==> src/rtl/smb_mon_pkg.sv <==
package smb_mon_pkg;

  // ceil(t_ns * f_khz / 1e6), evaluated at elaboration
  function automatic int unsigned ns2cyc(longint unsigned t_ns, longint unsigned f_khz);
    longint unsigned prod;
    prod = t_ns * f_khz;
    return 32'((prod + 64'd999_999) / 64'd1_000_000);
  endfunction

  typedef struct packed {
    logic start;
    logic stop;
    logic scl_rise;
    logic scl_fall;
    logic sda_edge;
  } bus_evt_t;

endpackage

==> src/rtl/smb_glitch_filter.sv <==
module smb_glitch_filter #(
  parameter int unsigned FILT_LEN = 3
) (
  input  logic clk,
  input  logic rst_n,
  input  logic raw,
  output logic clean
);
  logic [1:0]          sync_q;
  logic [FILT_LEN-1:0] hist_q;

  always_ff @(posedge clk or negedge rst_n) begin
    if (!rst_n) begin
      sync_q <= '1;
      hist_q <= '1;
      clean  <= 1'b1;
    end else begin
      sync_q <= {sync_q[0], raw};
      hist_q <= {hist_q[FILT_LEN-2:0], sync_q[1]};
      if (&hist_q)       clean <= 1'b1;
      else if (~|hist_q) clean <= 1'b0;
    end
  end
endmodule

==> src/rtl/smb_evt_detect.sv <==
module smb_evt_detect import smb_mon_pkg::*; (
  input  logic     clk,
  input  logic     rst_n,
  input  logic     scl,
  input  logic     sda,
  output bus_evt_t evt
);
  logic scl_q, sda_q;

  always_ff @(posedge clk or negedge rst_n) begin
    if (!rst_n) begin
      scl_q <= 1'b1;
      sda_q <= 1'b1;
    end else begin
      scl_q <= scl;
      sda_q <= sda;
    end
  end

  always_comb begin
    evt.start    = scl_q & scl & sda_q & ~sda;
    evt.stop     = scl_q & scl & ~sda_q & sda;
    evt.scl_rise = ~scl_q & scl;
    evt.scl_fall = scl_q & ~scl;
    evt.sda_edge = sda_q ^ sda;
  end
endmodule

==> src/rtl/smb_phase_timers.sv <==
module smb_phase_timers #(
  parameter int unsigned TMO_CYC  = 4375000,
  parameter int unsigned IDLE_CYC = 6250000,
  parameter int unsigned NOM_CYC  = 163,
  parameter int unsigned SEXT_CYC = 3125000
) (
  input  logic clk,
  input  logic rst_n,
  input  logic scl,
  input  logic sda,
  input  logic busy,
  input  logic start_init,
  input  logic dis_tmo,
  input  logic dis_sext,
  output logic tmo_hit,
  output logic idle_hit,
  output logic sext_over
);
  localparam int unsigned LW = $clog2(TMO_CYC + 2);
  localparam int unsigned IW = $clog2(IDLE_CYC + 2);
  localparam int unsigned SW = $clog2(SEXT_CYC + 2);

  logic [LW-1:0] low_cnt;
  logic [IW-1:0] idle_cnt;
  logic [SW-1:0] ext_acc;
  logic          both_hi, ext_inc;

  assign both_hi = scl & sda;
  assign ext_inc = busy & ~scl & (32'(low_cnt) >= NOM_CYC);

  always_ff @(posedge clk or negedge rst_n) begin
    if (!rst_n) begin
      low_cnt  <= '0;
      idle_cnt <= '0;
      ext_acc  <= '0;
    end else begin
      if (scl)                                low_cnt <= '0;
      else if (low_cnt != LW'(TMO_CYC + 1))   low_cnt <= low_cnt + 1'b1;

      if (!both_hi)                           idle_cnt <= '0;
      else if (idle_cnt != IW'(IDLE_CYC + 1)) idle_cnt <= idle_cnt + 1'b1;

      if (start_init)                                    ext_acc <= '0;
      else if (ext_inc && ext_acc != SW'(SEXT_CYC + 1))  ext_acc <= ext_acc + 1'b1;
    end
  end

  assign tmo_hit   = ~scl & (32'(low_cnt) == TMO_CYC) & ~dis_tmo;
  assign idle_hit  = busy & both_hi & (32'(idle_cnt) == IDLE_CYC) & ~dis_tmo;
  assign sext_over = ext_inc & (32'(ext_acc) == SEXT_CYC) & ~dis_sext;
endmodule

==> src/rtl/smb_setup_chk.sv <==
module smb_setup_chk import smb_mon_pkg::*; #(
  parameter int unsigned BUF_CYC = 588,
  parameter int unsigned SU_CYC  = 33,
  parameter int unsigned DSU_CYC = 7
) (
  input  logic     clk,
  input  logic     rst_n,
  input  bus_evt_t evt,
  input  logic     busy,
  output logic     buf_bad,
  output logic     su_bad,
  output logic     dsu_bad
);
  localparam int unsigned BW = $clog2(BUF_CYC + 2);
  localparam int unsigned HW = $clog2(SU_CYC + 2);
  localparam int unsigned DW = $clog2(DSU_CYC + 2);

  logic [BW-1:0] buf_cnt;
  logic [HW-1:0] hi_cnt, st_cnt;
  logic [DW-1:0] sda_cnt, sda_age;
  logic          buf_arm, hold_pend;

  always_ff @(posedge clk or negedge rst_n) begin
    if (!rst_n) begin
      buf_cnt   <= BW'(BUF_CYC);
      hi_cnt    <= HW'(SU_CYC);
      st_cnt    <= HW'(SU_CYC);
      sda_cnt   <= DW'(DSU_CYC);
      buf_arm   <= 1'b0;
      hold_pend <= 1'b0;
    end else begin
      if (evt.stop)                          buf_cnt <= BW'(1);
      else if (buf_cnt != BW'(BUF_CYC))      buf_cnt <= buf_cnt + 1'b1;
      if (evt.scl_rise)                      hi_cnt  <= HW'(1);
      else if (hi_cnt != HW'(SU_CYC))        hi_cnt  <= hi_cnt + 1'b1;
      if (evt.start)                         st_cnt  <= HW'(1);
      else if (st_cnt != HW'(SU_CYC))        st_cnt  <= st_cnt + 1'b1;
      if (evt.sda_edge)                      sda_cnt <= DW'(1);
      else if (sda_cnt != DW'(DSU_CYC))      sda_cnt <= sda_cnt + 1'b1;

      if (evt.stop)       buf_arm <= 1'b1;
      else if (evt.start) buf_arm <= 1'b0;
      if (evt.start)         hold_pend <= 1'b1;
      else if (evt.scl_fall) hold_pend <= 1'b0;
    end
  end

  assign sda_age = evt.sda_edge ? '0 : sda_cnt;
  assign buf_bad = evt.start & ~busy & buf_arm & (32'(buf_cnt) < BUF_CYC);
  assign su_bad  = ((evt.start | evt.stop) & (32'(hi_cnt) < SU_CYC)) |
                   (evt.scl_fall & hold_pend & (32'(st_cnt) < SU_CYC));
  assign dsu_bad = evt.scl_rise & busy & (32'(sda_age) < DSU_CYC);
endmodule

==> src/rtl/smb_timing_monitor.sv <==
module smb_timing_monitor import smb_mon_pkg::*; #(
  parameter longint unsigned CLK_KHZ      = 125_000,
  parameter longint unsigned T_LOW_TMO_NS = 35_000_000,
  parameter longint unsigned T_IDLE_NS    = 50_000_000,
  parameter longint unsigned T_SEXT_NS    = 25_000_000,
  parameter longint unsigned T_NOM_LOW_NS = 1_300,
  parameter longint unsigned T_BUF_NS     = 4_700,
  parameter longint unsigned T_SU_NS      = 260,
  parameter longint unsigned T_DSU_NS     = 50,
  parameter int unsigned     FILT_LEN     = 3
) (
  input  logic clk,
  input  logic rst_n,
  input  logic scl_in,
  input  logic sda_in,
  input  logic dis_tmo,
  input  logic dis_sext,
  input  logic clr_flags,
  output logic tmo_pulse,
  output logic idle_rst_pulse,
  output logic busy,
  output logic sext_viol,
  output logic buf_viol,
  output logic su_viol,
  output logic dsu_viol
);
  localparam int unsigned TMO_CYC  = ns2cyc(T_LOW_TMO_NS, CLK_KHZ);
  localparam int unsigned IDLE_CYC = ns2cyc(T_IDLE_NS, CLK_KHZ);
  localparam int unsigned SEXT_CYC = ns2cyc(T_SEXT_NS, CLK_KHZ);
  localparam int unsigned NOM_CYC  = ns2cyc(T_NOM_LOW_NS, CLK_KHZ);
  localparam int unsigned BUF_CYC  = ns2cyc(T_BUF_NS, CLK_KHZ);
  localparam int unsigned SU_CYC   = ns2cyc(T_SU_NS, CLK_KHZ);
  localparam int unsigned DSU_CYC  = ns2cyc(T_DSU_NS, CLK_KHZ);

  logic [1:0] raw_l, clean_l;
  logic       f_scl, f_sda, ev_start, ev_stop, start_init;
  logic       tmo_hit, idle_hit, sext_over, buf_bad, su_bad, dsu_bad;
  bus_evt_t   evt;

  assign raw_l = {sda_in, scl_in};

  for (genvar i = 0; i < 2; i++) begin : g_filt
    smb_glitch_filter #(.FILT_LEN(FILT_LEN)) u_filt (
      .clk(clk), .rst_n(rst_n), .raw(raw_l[i]), .clean(clean_l[i]));
  end

  assign f_scl = clean_l[0];
  assign f_sda = clean_l[1];

  smb_evt_detect u_evt (.clk(clk), .rst_n(rst_n), .scl(f_scl), .sda(f_sda), .evt(evt));

  assign ev_start   = evt.start;
  assign ev_stop    = evt.stop;
  assign start_init = ev_start & ~busy;

  smb_phase_timers #(
    .TMO_CYC(TMO_CYC), .IDLE_CYC(IDLE_CYC), .NOM_CYC(NOM_CYC), .SEXT_CYC(SEXT_CYC)
  ) u_tmr (
    .clk(clk), .rst_n(rst_n), .scl(f_scl), .sda(f_sda), .busy(busy),
    .start_init(start_init), .dis_tmo(dis_tmo), .dis_sext(dis_sext),
    .tmo_hit(tmo_hit), .idle_hit(idle_hit), .sext_over(sext_over));

  smb_setup_chk #(.BUF_CYC(BUF_CYC), .SU_CYC(SU_CYC), .DSU_CYC(DSU_CYC)) u_su (
    .clk(clk), .rst_n(rst_n), .evt(evt), .busy(busy),
    .buf_bad(buf_bad), .su_bad(su_bad), .dsu_bad(dsu_bad));

  always_ff @(posedge clk or negedge rst_n) begin
    if (!rst_n) begin
      busy           <= 1'b0;
      tmo_pulse      <= 1'b0;
      idle_rst_pulse <= 1'b0;
      sext_viol      <= 1'b0;
      buf_viol       <= 1'b0;
      su_viol        <= 1'b0;
      dsu_viol       <= 1'b0;
    end else begin
      if (tmo_hit || idle_hit || ev_stop) busy <= 1'b0;
      else if (ev_start)                  busy <= 1'b1;
      tmo_pulse      <= tmo_hit;
      idle_rst_pulse <= idle_hit;
      sext_viol      <= (sext_viol & ~clr_flags) | sext_over;
      buf_viol       <= (buf_viol  & ~clr_flags) | buf_bad;
      su_viol        <= (su_viol   & ~clr_flags) | su_bad;
      dsu_viol       <= (dsu_viol  & ~clr_flags) | dsu_bad;
    end
  end
endmodule

==> config.mk <==
export PLATFORM = sky130hd
export DESIGN_NAME = smb_timing_monitor
export DESIGN_NICKNAME = d
export VERILOG_FILES = /design/src/rtl/smb_mon_pkg.sv /design/src/rtl/smb_glitch_filter.sv /design/src/rtl/smb_evt_detect.sv /design/src/rtl/smb_phase_timers.sv /design/src/rtl/smb_setup_chk.sv /design/src/rtl/smb_timing_monitor.sv
export SDC_FILE = /design/constraint.sdc
export NUM_CORES = 1
export LEC_CHECK = 0
export BUFFER_PORTS_ARGS = -buffer_cell sky130_fd_sc_hd__buf_2
export CORE_ASPECT_RATIO = 0.75
export CORE_MARGIN = 8
export CORE_UTILIZATION = 45
export CTS_CLUSTER_DIAMETER = 200
export DETAILED_ROUTE_END_ITERATION = 10
export PLACE_DENSITY = 0.58
export SKIP_CTS_REPAIR_TIMING = 1
export SYNTH_ARGS = -nofsm -noshare
export SYNTH_HDL_FRONTEND = slang
export SYNTH_SLANG_ARGS = --single-unit
==> constraint.sdc <==
create_clock -name clk -period 3.45 [get_ports clk]
set_input_delay 0.345 -clock clk [delete_from_list [all_inputs] [get_ports clk]]
set_output_delay 0.345 -clock clk [all_outputs]
set_load 0.05 [all_outputs]
# Word level (Yosys, flattened, before mapping)
# Index checks and enable logic that the tools add are counted.
# totals
out_inout_bits	7
input_bits	7
mem_bits_rw	0
latchBits	0
wordCells	134
reg_bits	117
mem_count	0
mem_bits_ro	0
# classes
order_cmp	5
n_div	0
shifts	0
eq_ne	13
bitwise_logic	44
n_mul	0
n_reduce_logical	16
muxes	25
n_addsub	7
# ops
cell	count
two-way mux 23 bit	4
adder 23 x 1 -> 23 bit, second input constant	2
== test 23 bit, second input constant	2
!= test 23 bit, second input constant	2
two-way mux 22 bit	2
AND 1 bit	29
two-way mux 6 bit	4
greater-or-equal comparator 23 x 8 -> 1 bit, second input constant	1
adder 22 x 1 -> 22 bit, second input constant	1
== test 22 bit, second input constant	1
!= test 22 bit, second input constant	1
two-way mux 10 bit	2
nonzero test 2 bit	9
adder 6 x 1 -> 6 bit, second input constant	2
< comparator 6 bit, second input constant	2
two-way mux 4 bit	3
!= test 6 bit, second input constant	2
adder 10 x 1 -> 10 bit, second input constant	1
< comparator 10 bit, second input constant	1
two-way mux 1 bit	10
!= test 10 bit, second input constant	1
NOT 1 bit	8
OR 1 bit	6
AND reduction 3 bit	2
other kinds (9)	12

# Depth between registers and ports, before layout
# Gate-level depths: netlist of run 1.
# depth
ltp_word	7
mapped_depth	7
ltp_nobuf	7

# Modules after synthesis
# A second synthesis of run 1 with hierarchy kept.
# hier_totals
hier_cells	622
hier_area_um2	6105.9
# modules_own_cells
module	area_per_inst_um2	n_inst	seq_area_each_um2	cells_each
smb_phase_timers	3878.7	1	1701.6	417
smb_setup_chk	1549.0	1	714.4	163
smb_glitch_filter	176.4	2	157.7	10
smb_timing_monitor	231.5	1	175.2	15
smb_evt_detect	93.8	1	52.6	7

# Worst setup path after synthesis of run 1
# OpenSTA, ideal clock, no wires.
# synth_path
kind	register to register
startpoint	reg busy
endpoint	reg u_tmr.ext_acc[10]
path_stages_with_launch	7
synth_period_minus_slack_ps	2126
n_path_buf	2
setup_time_ps	77
arrival_time_ps	2049
setup_slack_ps	1324
required_ps	3373
cell_sequence	dfrtp_1 -> bufbuf_16 -> nor2b_1 -> o31ai_2 -> buf_2 -> or4_1 -> a21oi_1
# synth_between
elab_chain_len	4
word_cells_on_any_way	7
classes_between	mux: 1; bitwise: 4; reduce/logical: 2
# synth_lines
element	line	text
from (decl)	smb_timing_monitor.sv:21	output logic busy,
from (signal assigned)	smb_timing_monitor.sv:69	busy <= 1'b0;
from (signal assigned)	smb_timing_monitor.sv:77	if (tmo_hit || idle_hit || ev_stop) busy <= 1'b0;
from (signal assigned)	smb_timing_monitor.sv:78	else if (ev_start) busy <= 1'b1;
AND 1 bit (2 in series)	smb_phase_timers.sv:29	assign ext_inc = busy & ~scl & (32'(low_cnt) >= NOM_CYC);
logical AND 1 bit	smb_phase_timers.sv:44	else if (ext_inc && ext_acc != SW'(SEXT_CYC + 1)) ext_acc <= ext_acc + 1'b1;
nonzero test 2 bit (no source line)	n/a	
to (signal assigned)	smb_phase_timers.sv:44	
to (decl)	smb_phase_timers.sv:25	logic [SW-1:0] ext_acc;
# Several ways; a longest one is shown, not always the timed one.
# A chain may end at the register's enable or synchronous reset.

# Final worst setup path of run 1
# layout_path
startpoint	reg g_filt[0].u_filt.clean
endpoint	reg u_tmr.idle_cnt[1]
# layout_between
elab_chain_len	2
word_cells_on_any_way	3
classes_between	eq/ne: 1; mux: 1; bitwise: 1
# layout_lines
element	line	text
from (decl)	smb_glitch_filter.sv:7	output logic clean
from (signal assigned)	smb_glitch_filter.sv:16	clean <= 1'b1;
from (signal assigned)	smb_glitch_filter.sv:20	if (&hist_q) clean <= 1'b1;
from (signal assigned)	smb_glitch_filter.sv:21	else if (~|hist_q) clean <= 1'b0;
AND 1 bit *	smb_phase_timers.sv:28	assign both_hi = scl & sda;
!= test 2 bit (no source line) or two-way mux 23 bit (tied branches)	n/a	
to (signal assigned)	smb_phase_timers.sv:41	else if (idle_cnt != IW'(IDLE_CYC + 1)) idle_cnt <= idle_cnt + 1'b1;
to (decl)	smb_phase_timers.sv:24	logic [IW-1:0] idle_cnt;
# Mark *: on every way between the ends. The rest lies on a longest branch, timed or not.

==> flow_summary.toml, run 1 <==
[grt]
gr-total-overflow = 0
grt_max_degree = 60
grt_pass1_wl_mm = 21.4
grt_usage_pct = 15.3
grt_pass1_vias = 4445
antenna_found_initial = 0

[critical_path]
cp-start-kind = "flip-flop"
path_max_fanout = 38
critPathKind = "reg2reg"
crit_path_end_kind = "flip-flop"
critPathRequiredTime_ns = 3.72
critPathArrivalTime_ns = 2.63

[detailed_routing]
via_count = 4501
drc_errors = 0
drt_iter0_drc = 273
drtPass1Iterations = 5
viasPerCell = 5.54
wl_mm = 12.2
antenna_left = 0
wl_per_cell_um = 15.0

[worst_hold_path]
min_path_type = "in2async"

[cells_and_area]
finalNetCount = 653
antenna_cells = 0
fin_area_um2 = 6830
final_core_util_pct = 52.4
syn2layout_area_growth_pct = 13.4
drive_gt1_share_pct = 12.8

[logic_synthesis]
synth_area_um2 = 6020
syn_area_per_cell_um2 = 9.88
ys_seq_elements = 117
async_flop_share_pct = 100
synth-edff-count = 0
synth-main-ff-cell = "dfrtp_1"
ys_warn_count = 0
syn_inst = 609
synth_area_leaders = "dfrtp_1 38%, dfstp_2 11%, nor2_1 4.2%"
synth_seq_area_share_pct = 49.2
synth_fp_nets = 634
synth_top_area_share_pct = 38.3
ys_types = 58
synth_area_leader_cell = "dfrtp_1"

[placement]
placed_area_um2 = 6200
port_buffers = 13
dp_worst_setup_slack_ns = 1.07
gp_congestion = 0.843
dpl.hpwl_mm = 8.35

[clocking]
path_clk_slew_ns = 0.06
cts.sinks = 117
cts_tree = "built"
htreeDepth = 4
cts_made_buffers = 17
insertion_delay_ns = 0.41
cts-root-buf = "clkbuf_16"
clk_path_buf_depth = 2

[floorplanning]
die_w_um = 150
dieArea_um2 = 17400
row_count = 36
die_h_um = 116
start_util_pct = 46.2
core-area_um2 = 13000
ios = 14

[pwr]
power_uw = 4190
peakVddDrop_mv = 0.391
p_per_area_nw_per_um2 = 614
p_leak_uw = 0.00281

[timing]
fin_worst_skew_ns = 0.0100
timing.slew.headroom_pct = 43.4
min_period_ns = 2.36
tns_ns = 0
setup_viol = 0
worst_pin_slew_ns = 0.845
clock.fmax_mhz = 424
finalHoldViolations = 1
rsz0062_at_grt = "no"
slew_viol_final = 0
hold_slack_ns = -0.000888
worst_slack_ns = 1.09
fin_crit_sh_pct = 68.4

[outcome]
outcome = "finished, violations left"
violations = "hold timing"

[job]
maxCapViolCount = 0
## placed cells by master (no fill, tap or decap), types with 4 or more instances in the layout
master and instances:
nand4_1 17, nor3_1 19, a21oi_1 31, clkbuf_16 17, o21ai_0 25, o31ai_1 9, ha_1 18, a31oi_1 4
nand3_1 42, buf_4 4, nor4_1 9, nand2_1 44, xnor2_1 23, or3_1 14, clkbuf_8 5, xor2_1 27
inv_1 33, and3_1 8, and4_1 7, dfrtp_1 92, mux2i_1 9, nand3b_1 6, nand2b_1 7, or4_1 11
buf_2 12, nor2_1 67, dfstp_2 25
## cells by family (layout without fill, tap and decap cells)
logic type                 Yosys count  count (layout)  share of synthesized area, %
and+or+nand+nor                    277             277                          24.8
DFF                                117             117                          49.2
AOI/OAI and AO/OA                   88              88                          9.13
xor gates and xnor gates            50              50                          7.28
buffers and inverters               50              82                          4.41
adders and majority gates           18              18                          3.74
muxes                                9               9                          1.50
## layer usage
| metal | global-route usage [%] | wire length, um | share of wire, % |
|---|---|---|---|
| met5 | 0 | 0 | 0 |
| met1 | 21.0 | 6140 | 50 |
| met4 | 5.57 | 162 | 1.3 |
| met3 | 4.03 | 508 | 4.2 |
| met2 | 22.9 | 5360 | 44 |
## per-stage QoR
step                      hold slack [ns]  instances
after CTS                          0.0193        812
after global routing               0.0164        812
final                           -0.000888        812
after detailed placement            0.347        780
after floorplan                    0.0494        609
after global placement              0.346        780
## critical path, cell delays in order, from the launching register on
cell and delay, ns:
dfstp_2 0.97, and2_1 0.29, nand4_1 0.15, or4_1 0.61
nand3_1 0.12, o21ai_0 0.09
## cells in the mapped netlist (6+ instances only)
library cell and n:
a21oi_1 31, and3_1 8, and4_1 7, clkbuf_1 11, dfrtp_1 92, dfstp_2 25
ha_1 18, inv_1 33, mux2i_1 9, nand2_1 44, nand2b_1 7, nand3_1 42
nand3b_1 6, nand4_1 17, nor2_1 67, nor3_1 19, nor4_1 9, o21ai_0 25
o31ai_1 9, or3_1 14, or4_1 11, xnor2_1 23, xor2_1 27
## report_power, final
group / switching (uW) / internal, uW / leakage, uW
Combinational: 353 / 233 / 0.000987
Sequential: 200 / 1570 / 0.00152
Clock: 603 / 1230 / 0.000300
Total: 1160 / 3040 / 0.00281
## final cells by class
type / instances / area, um2
Sequential cell: 117 / 2960
Inverter: 33 / 124
Clock buffer: 25 / 505
Tap cell: 171 / 214
Timing Repair Buffer: 17 / 110
Multi-Input combinational cell: 442 / 2790
Clock inverter: 7 / 119
Fill cell: 1137 / 6190
## final timing paths
check                                                 from                    endpoint  slack [ns]  depth (start not counted)
min in group clk                                    scl_in  g_filt[0].u_filt.sync_q[0]        0.04                          1
worst max register to register      g_filt[0].u_filt.clean           u_tmr.idle_cnt[1]        1.09                          5
worst min register to register  g_filt[1].u_filt.sync_q[1]  g_filt[1].u_filt.hist_q[0]        0.35                          0
worst min-delay path                                 rst_n           u_tmr.idle_cnt[9]     -0.0009                          1
max in group asynchronous                            rst_n             u_su.buf_cnt[9]        2.62                          2
worst max-delay path                g_filt[0].u_filt.clean           u_tmr.idle_cnt[1]        1.09                          5
## sequential cells by signal (all words and copies together) (netlist names)
signal	count
buf_viol	1
busy	1
dsu_viol	1
g_filt.u_filt.clean	2
g_filt.u_filt.hist_q	6
g_filt.u_filt.sync_q	4
idle_rst_pulse	1
sext_viol	1
su_viol	1
tmo_pulse	1
u_evt.scl_q	1
u_evt.sda_q	1
u_su.buf_arm	1
u_su.buf_cnt	10
u_su.hi_cnt	6
u_su.hold_pend	1
u_su.sda_cnt	4
u_su.st_cnt	6
u_tmr.ext_acc	22
u_tmr.idle_cnt	23
u_tmr.low_cnt	23
(Power assumes the default switching activity.)
==> run 2, diff against run 1 <==
- ABC_AREA: unset -> 1
- PLACE_DENSITY: 0.58 -> 0.57
- clock period: 3.45 -> 2.32 ns (I/O delays scaled with it)
==> flow_summary.toml, run 2 <==
[pwr]
p_per_area_nw_per_um2 = 872
power.internal_uw = 4630
p_leak_uw = 0.00347
p_comb_share_pct = 17.7
switchingPower_uw = 1970
peakVddDrop_mv = 0.481
seqPwrFrac_pct = 40.2
swShare_pct = 29.8
pwr-share-clk_pct = 42.2

[logic_synthesis]
synth.cells.most_frequent = "209 x nand2_1, 125 x nor2_1, 107 x inv_1, 92 x dfrtp_1, 70 x nand3_1"
synth_area_leader_cell = "dfrtp_1"
syn_area_per_cell_um2 = 7.54
synth_area_leaders = "dfrtp_1 35%, nand2_1 12%, dfstp_2 10%"
ys_types = 39
post-synth-top-count-cell = "nand2_1"
ys_warn_count = 0
synth-main-ff-cell = "dfrtp_1"
ys_seq_elements = 117
async_flop_share_pct = 100
synth_seq_area_share_pct = 44.9
synth_fp_nets = 900
synth-edff-count = 0
syn_inst = 875
synth_top_area_share_pct = 34.9
synth_area_um2 = 6600

[timing]
rsz0062_at_grt = "no"
min_period_ns = 1.88
setup_viol = 0
tns_ns = 0
fin_crit_sh_pct = 80.9
worst_slack_ns = 0.444
finalHoldViolations = 0
slew_viol_final = 0
hold_slack_ns = 0.146
fin_worst_skew_ns = 0.0116
clock.fmax_mhz = 533
timing.slew.headroom_pct = 65.5
worst_pin_slew_ns = 0.515

[critical_path]
path_max_fanout = 18
regToRegSetupSlack_ns = 0.44
r2r_end = "u_tmr.ext_acc[3]"
critPathKind = "reg2reg"
r2r-start = "g_filt[0].u_filt.clean"
critPathArrivalTime_ns = 2.17
reg2regPathDepth = 8
critPathRequiredTime_ns = 2.62
cp-startpoint = "g_filt[0].u_filt.clean"
crit_path_end_kind = "flip-flop"
cp-start-kind = "flip-flop"

[detailed_routing]
drtPass1Iterations = 4
wl_per_cell_um = 13.4
via_count = 5668
antenna_left = 0
drt_iter0_drc = 476
wl_mm = 15.0
viasPerCell = 5.07
drc_errors = 0

[cells_and_area]
finalNetCount = 931
final_core_util_pct = 52.6
layout_commonest_cell = "nand2_1"
antenna_cells = 0
most-common-layout-cells = "209 x nand2_1, 125 x nor2_1, 107 x inv_1"
nFillCells = 1358
drive_gt1_share_pct = 11.2
fin_area_um2 = 7570
syn2layout_area_growth_pct = 14.8
largestRegisters = "u_tmr.idle_cnt (23), u_tmr.low_cnt (23), u_tmr.ext_acc (22)"

[clocking]
cts.sinks = 117
cts_tree = "built"
htreeDepth = 4
cts-root-buf = "clkbuf_16"
clk_path_buf_depth = 2
insertion_delay_ns = 0.41
path_clk_slew_ns = 0.06
cts_made_buffers = 17

[floorplanning]
core-area_um2 = 14400
start_util_pct = 45.8
die_w_um = 156
row_count = 38
die_h_um = 121
ios = 14
dieArea_um2 = 18800

[worst_hold_path]
hold_depth = 4
min_path_type = "in2reg"
min_to = "dsu_viol"
min_from = "clr_flags"

[grt]
grt_pass1_wl_mm = 25.9
grt_pass1_vias = 5286
antenna_found_initial = 0
gr-total-overflow = 0
grt_max_degree = 41
grt_usage_pct = 17.1

[job]
maxCapViolCount = 0

[placement]
placed_area_um2 = 6910
gp_congestion = 0.882
dpl.hpwl_mm = 10.9
port_buffers = 13
dp_worst_setup_slack_ns = 0.466

[outcome]
outcome = "completed"
-- run 2: changes by cell type in the layout (fill, tap and decap cells not counted), moves of 14 or more --
| cell | change |
|---|---|
| xnor2_1 | -19 |
| nand3_1 | +28 |
| a21oi_1 | +19 |
| inv_1 | +74 |
| or3_1 | -14 |
| nand2_1 | +165 |
| o21ai_0 | +18 |
| nor2_1 | +58 |
-- run 2: logic make-up after synthesis --
logic type,count (synthesis),share of synthesized area [%]
adders and majority gates,18,3.41
and+or+nand+nor,484,32.3
DFF,117,44.9
AOI/OAI and AO/OA,109,8.71
xor gates and xnor gates,22,2.92
buffers and inverters,125,7.74
-- run 2: cell type report --
| cell class | instances | area (um2) | area share (%) |
|---|---|---|---|
| clock inverter | 12 | 178 | 2.35 |
| inverter | 111 | 417 | 5.50 |
| timing repair buffer | 26 | 185 | 2.45 |
| tap | 200 | 250 | 3.31 |
| clock buffer | 20 | 457 | 6.03 |
| multi-input combinational | 633 | 3130 | 41.3 |
| sequential | 117 | 2960 | 39.1 |
-- run 2: worst max-delay path by stage --
stage,endpoint,slack (ns)
after floorplan,u_tmr.idle_cnt[22],0.76
after global placement,u_tmr.idle_cnt[20],0.52
after detailed placement,u_tmr.ext_acc[3],0.47
after CTS,u_tmr.ext_acc[3],0.44
after global routing,u_tmr.ext_acc[8],0.26
final,u_tmr.ext_acc[3],0.44
-- run 2: worst max-delay path, cell delays in order, from the launching register on --
cell and delay [ns]:
dfstp_2 0.61, inv_2 0.07, nor3_4 0.30, nand2_2 0.26, buf_4 0.28, nand2_1 0.09, inv_1 0.04, nand2_1 0.05
nand2_1 0.05
-- run 2: power by group through the flow --
stage	combinational [uW]	sequential (uW)	clock (uW)
finish	1160	2650	2780
global route	1360	2690	2950
global placement	1140	2660	0
detailed placement	1160	2670	0
floorplan	808	2680	0
CTS	1170	2650	2850
-- run 2: routing by layer --
layer / wire length (um) / GRT usage [%]
met2: 6160 / 23.8
met5: 0 / 0
met4: 131 / 6.53
met1: 8060 / 25.3
met3: 652 / 3.81
-- run 2: per-stage QoR --
stage                     power (uW)  std cells
final                           6600       1119
after global placement          3800       1084
after floorplan                 3490        875
after global routing            6990       1119
after detailed placement        3830       1084
after CTS                       6660       1116
==> run 3, diff against run 2 <==
- ABC_AREA: 1 -> 0
- PLACE_DENSITY: 0.57 -> 0.6
- clock period: 2.32 -> 1.7 ns (I/O delays scaled with it)
==> flow_summary.toml, run 3 (synthesized netlist as in run 1, its figures left out) <==
[detailed_routing]
antenna_left = 0
drc_errors = 0
wl_per_cell_um = 15.2
drt_iter0_drc = 381
viasPerCell = 5.35
drtPass1Iterations = 5
via_count = 4933
wl_mm = 14.0

[grt]
top_usage_layer = "met2"
grt_usage_pct = 16.4
grt_pass1_vias = 4723
gr-total-overflow = 0
antenna_found_initial = 0
grt_util_met2_pct = 25.2
grt_util_met1_pct = 22.3
grtUsageMet3_pct = 3.87
grt_pass1_wl_mm = 22.8
grt_max_degree = 44

[cells_and_area]
nFillCells = 1042
antenna_cells = 0
most-common-layout-cells = "103 x buf_4, 88 x dfrtp_1, 67 x nor2_1"
finalNetCount = 763
drive_gt1_share_pct = 31.7
layout_commonest_cell = "buf_4"
finalNonFillerCells = 922
largestRegisters = "u_tmr.idle_cnt (23), u_tmr.low_cnt (23), u_tmr.ext_acc (22)"
syn2layout_area_growth_pct = 32.8

[placement]
gp_congestion = 0.831
port_buffers = 13
dpl.hpwl_mm = 9.57
dp_cells = 875

[critical_path]
cp-start-kind = "flip-flop"
critPathArrivalTime_ns = 2.33
path_max_fanout = 8
critPathKind = "reg2reg"
reg2regPathDepth = 7
crit_path_end_kind = "flip-flop"
critPathRequiredTime_ns = 2.04
r2r_end = "u_tmr.ext_acc[11]"
r2r-start = "u_tmr.low_cnt[0]"
regToRegSetupSlack_ns = -0.29

[timing]
min_period_ns = 1.99
worst_pin_slew_ns = 0.514
worst_slack_ns = -0.293
setup_viol = 40
rsz0062_at_grt = "yes"
timing.slew.headroom_pct = 65.6
hold_slack_ns = 0.0592
fin_crit_sh_pct = 117
finalHoldViolations = 0
slew_viol_final = 0
clock.fmax_mhz = 502
fin_worst_skew_ns = 0.00851

[job]
maxCapViolCount = 0

[clocking]
cts_tree = "built"
htreeDepth = 4
insertion_delay_ns = 0.41
clk_path_buf_depth = 2
cts_made_buffers = 17
cts.sinks = 117
path_clk_slew_ns = 0.05
cts-root-buf = "clkbuf_16"

[floorplanning]
core-area_um2 = 13000
die_w_um = 150
start_util_pct = 46.2
dieArea_um2 = 17400
ios = 14
die_h_um = 116
row_count = 36

[worst_hold_path]
hold_depth = 3
min_from = "dis_sext"
min_path_type = "in2reg"
min_to = "sext_viol"

[outcome]
violations = "setup timing"
outcome = "finished, violations left"

[pwr]
p_per_area_nw_per_um2 = 1090
peakVddDrop_mv = 0.796
p_leak_uw = 0.00348
==> run 3: changes by cell type in the layout (fill, tap and decap cells not counted), sizes merged, moves of 14 or more <==
| cell | change |
|---|---|
| nor2 | -66 |
| xnor2 | +19 |
| nand2 | -170 |
| buf | +101 |
| o21ai | -22 |
| or3 | +14 |
| a21oi | -19 |
| inv | -77 |
| nand3 | -31 |
==> run 3: report_power, final <==
part | switching, uW | internal [uW]
Clock | 1280 | 2330
Sequential | 338 | 3190
Combinational | 885 | 640
==> run 3: cell type report <==
class                           count  area, um2  area share, %
Clock buffer                       19        443           5.54
Tap cell                          171        214           2.68
Timing Repair Buffer              127        976           12.2
Sequential cell                   117       2960           37.1
Multi-Input combinational cell    442       3110           38.9
Clock inverter                     13        159           1.99
Inverter                           33        124           1.55
==> run 3: critical path, cell delays in order, from the launching register on <==
cell	delay (ns)
dfrtp_1	0.40
ha_2	0.21
nor3b_4	0.23
o311a_4	0.22
o31ai_4	0.09
buf_6	0.15
or4_4	0.48
a21oi_2	0.15
==> run 3: metrics by stage <==
step | setup TNS (ns) | power, uW | setup slack [ns] | cell area (um2) | utilization (%)
floorplan | -2.64 | 4550 | -0.199 | 6100 | -
global placement | -2.75 | 4940 | -0.196 | 7010 | 53.8
detailed placement | -4.70 | 5020 | -0.320 | 7010 | 53.8
CTS | -5.23 | 8680 | -0.321 | 7610 | 58.4
global route | -9.63 | 9150 | -0.336 | 7990 | 61.4
finish | -6.58 | 8670 | -0.293 | 7990 | 61.4
==> run 3: worst max-delay path by stage <==
stage / from / endpoint / slack [ns] / depth (start not counted)
6_report: u_tmr.low_cnt[0] / u_tmr.ext_acc[11] / -0.29 / 7
5_1_grt: u_tmr.low_cnt[0] / u_tmr.ext_acc[14] / -0.34 / 7
4_1_cts: u_tmr.low_cnt[0] / u_tmr.ext_acc[14] / -0.32 / 7
3_5_place_dp: u_tmr.low_cnt[0] / u_tmr.ext_acc[14] / -0.32 / 7
3_3_place_gp: u_tmr.low_cnt[0] / u_tmr.ext_acc[17] / -0.20 / 7
2_1_floorplan: u_tmr.low_cnt[0] / u_tmr.ext_acc[11] / -0.20 / 7
==> run 3: layer usage <==
layer	part of all wire [%]	wire, um
met1	49	6820
met2	47	6610
met3	3.2	453
met4	0.81	113
met5	0	0
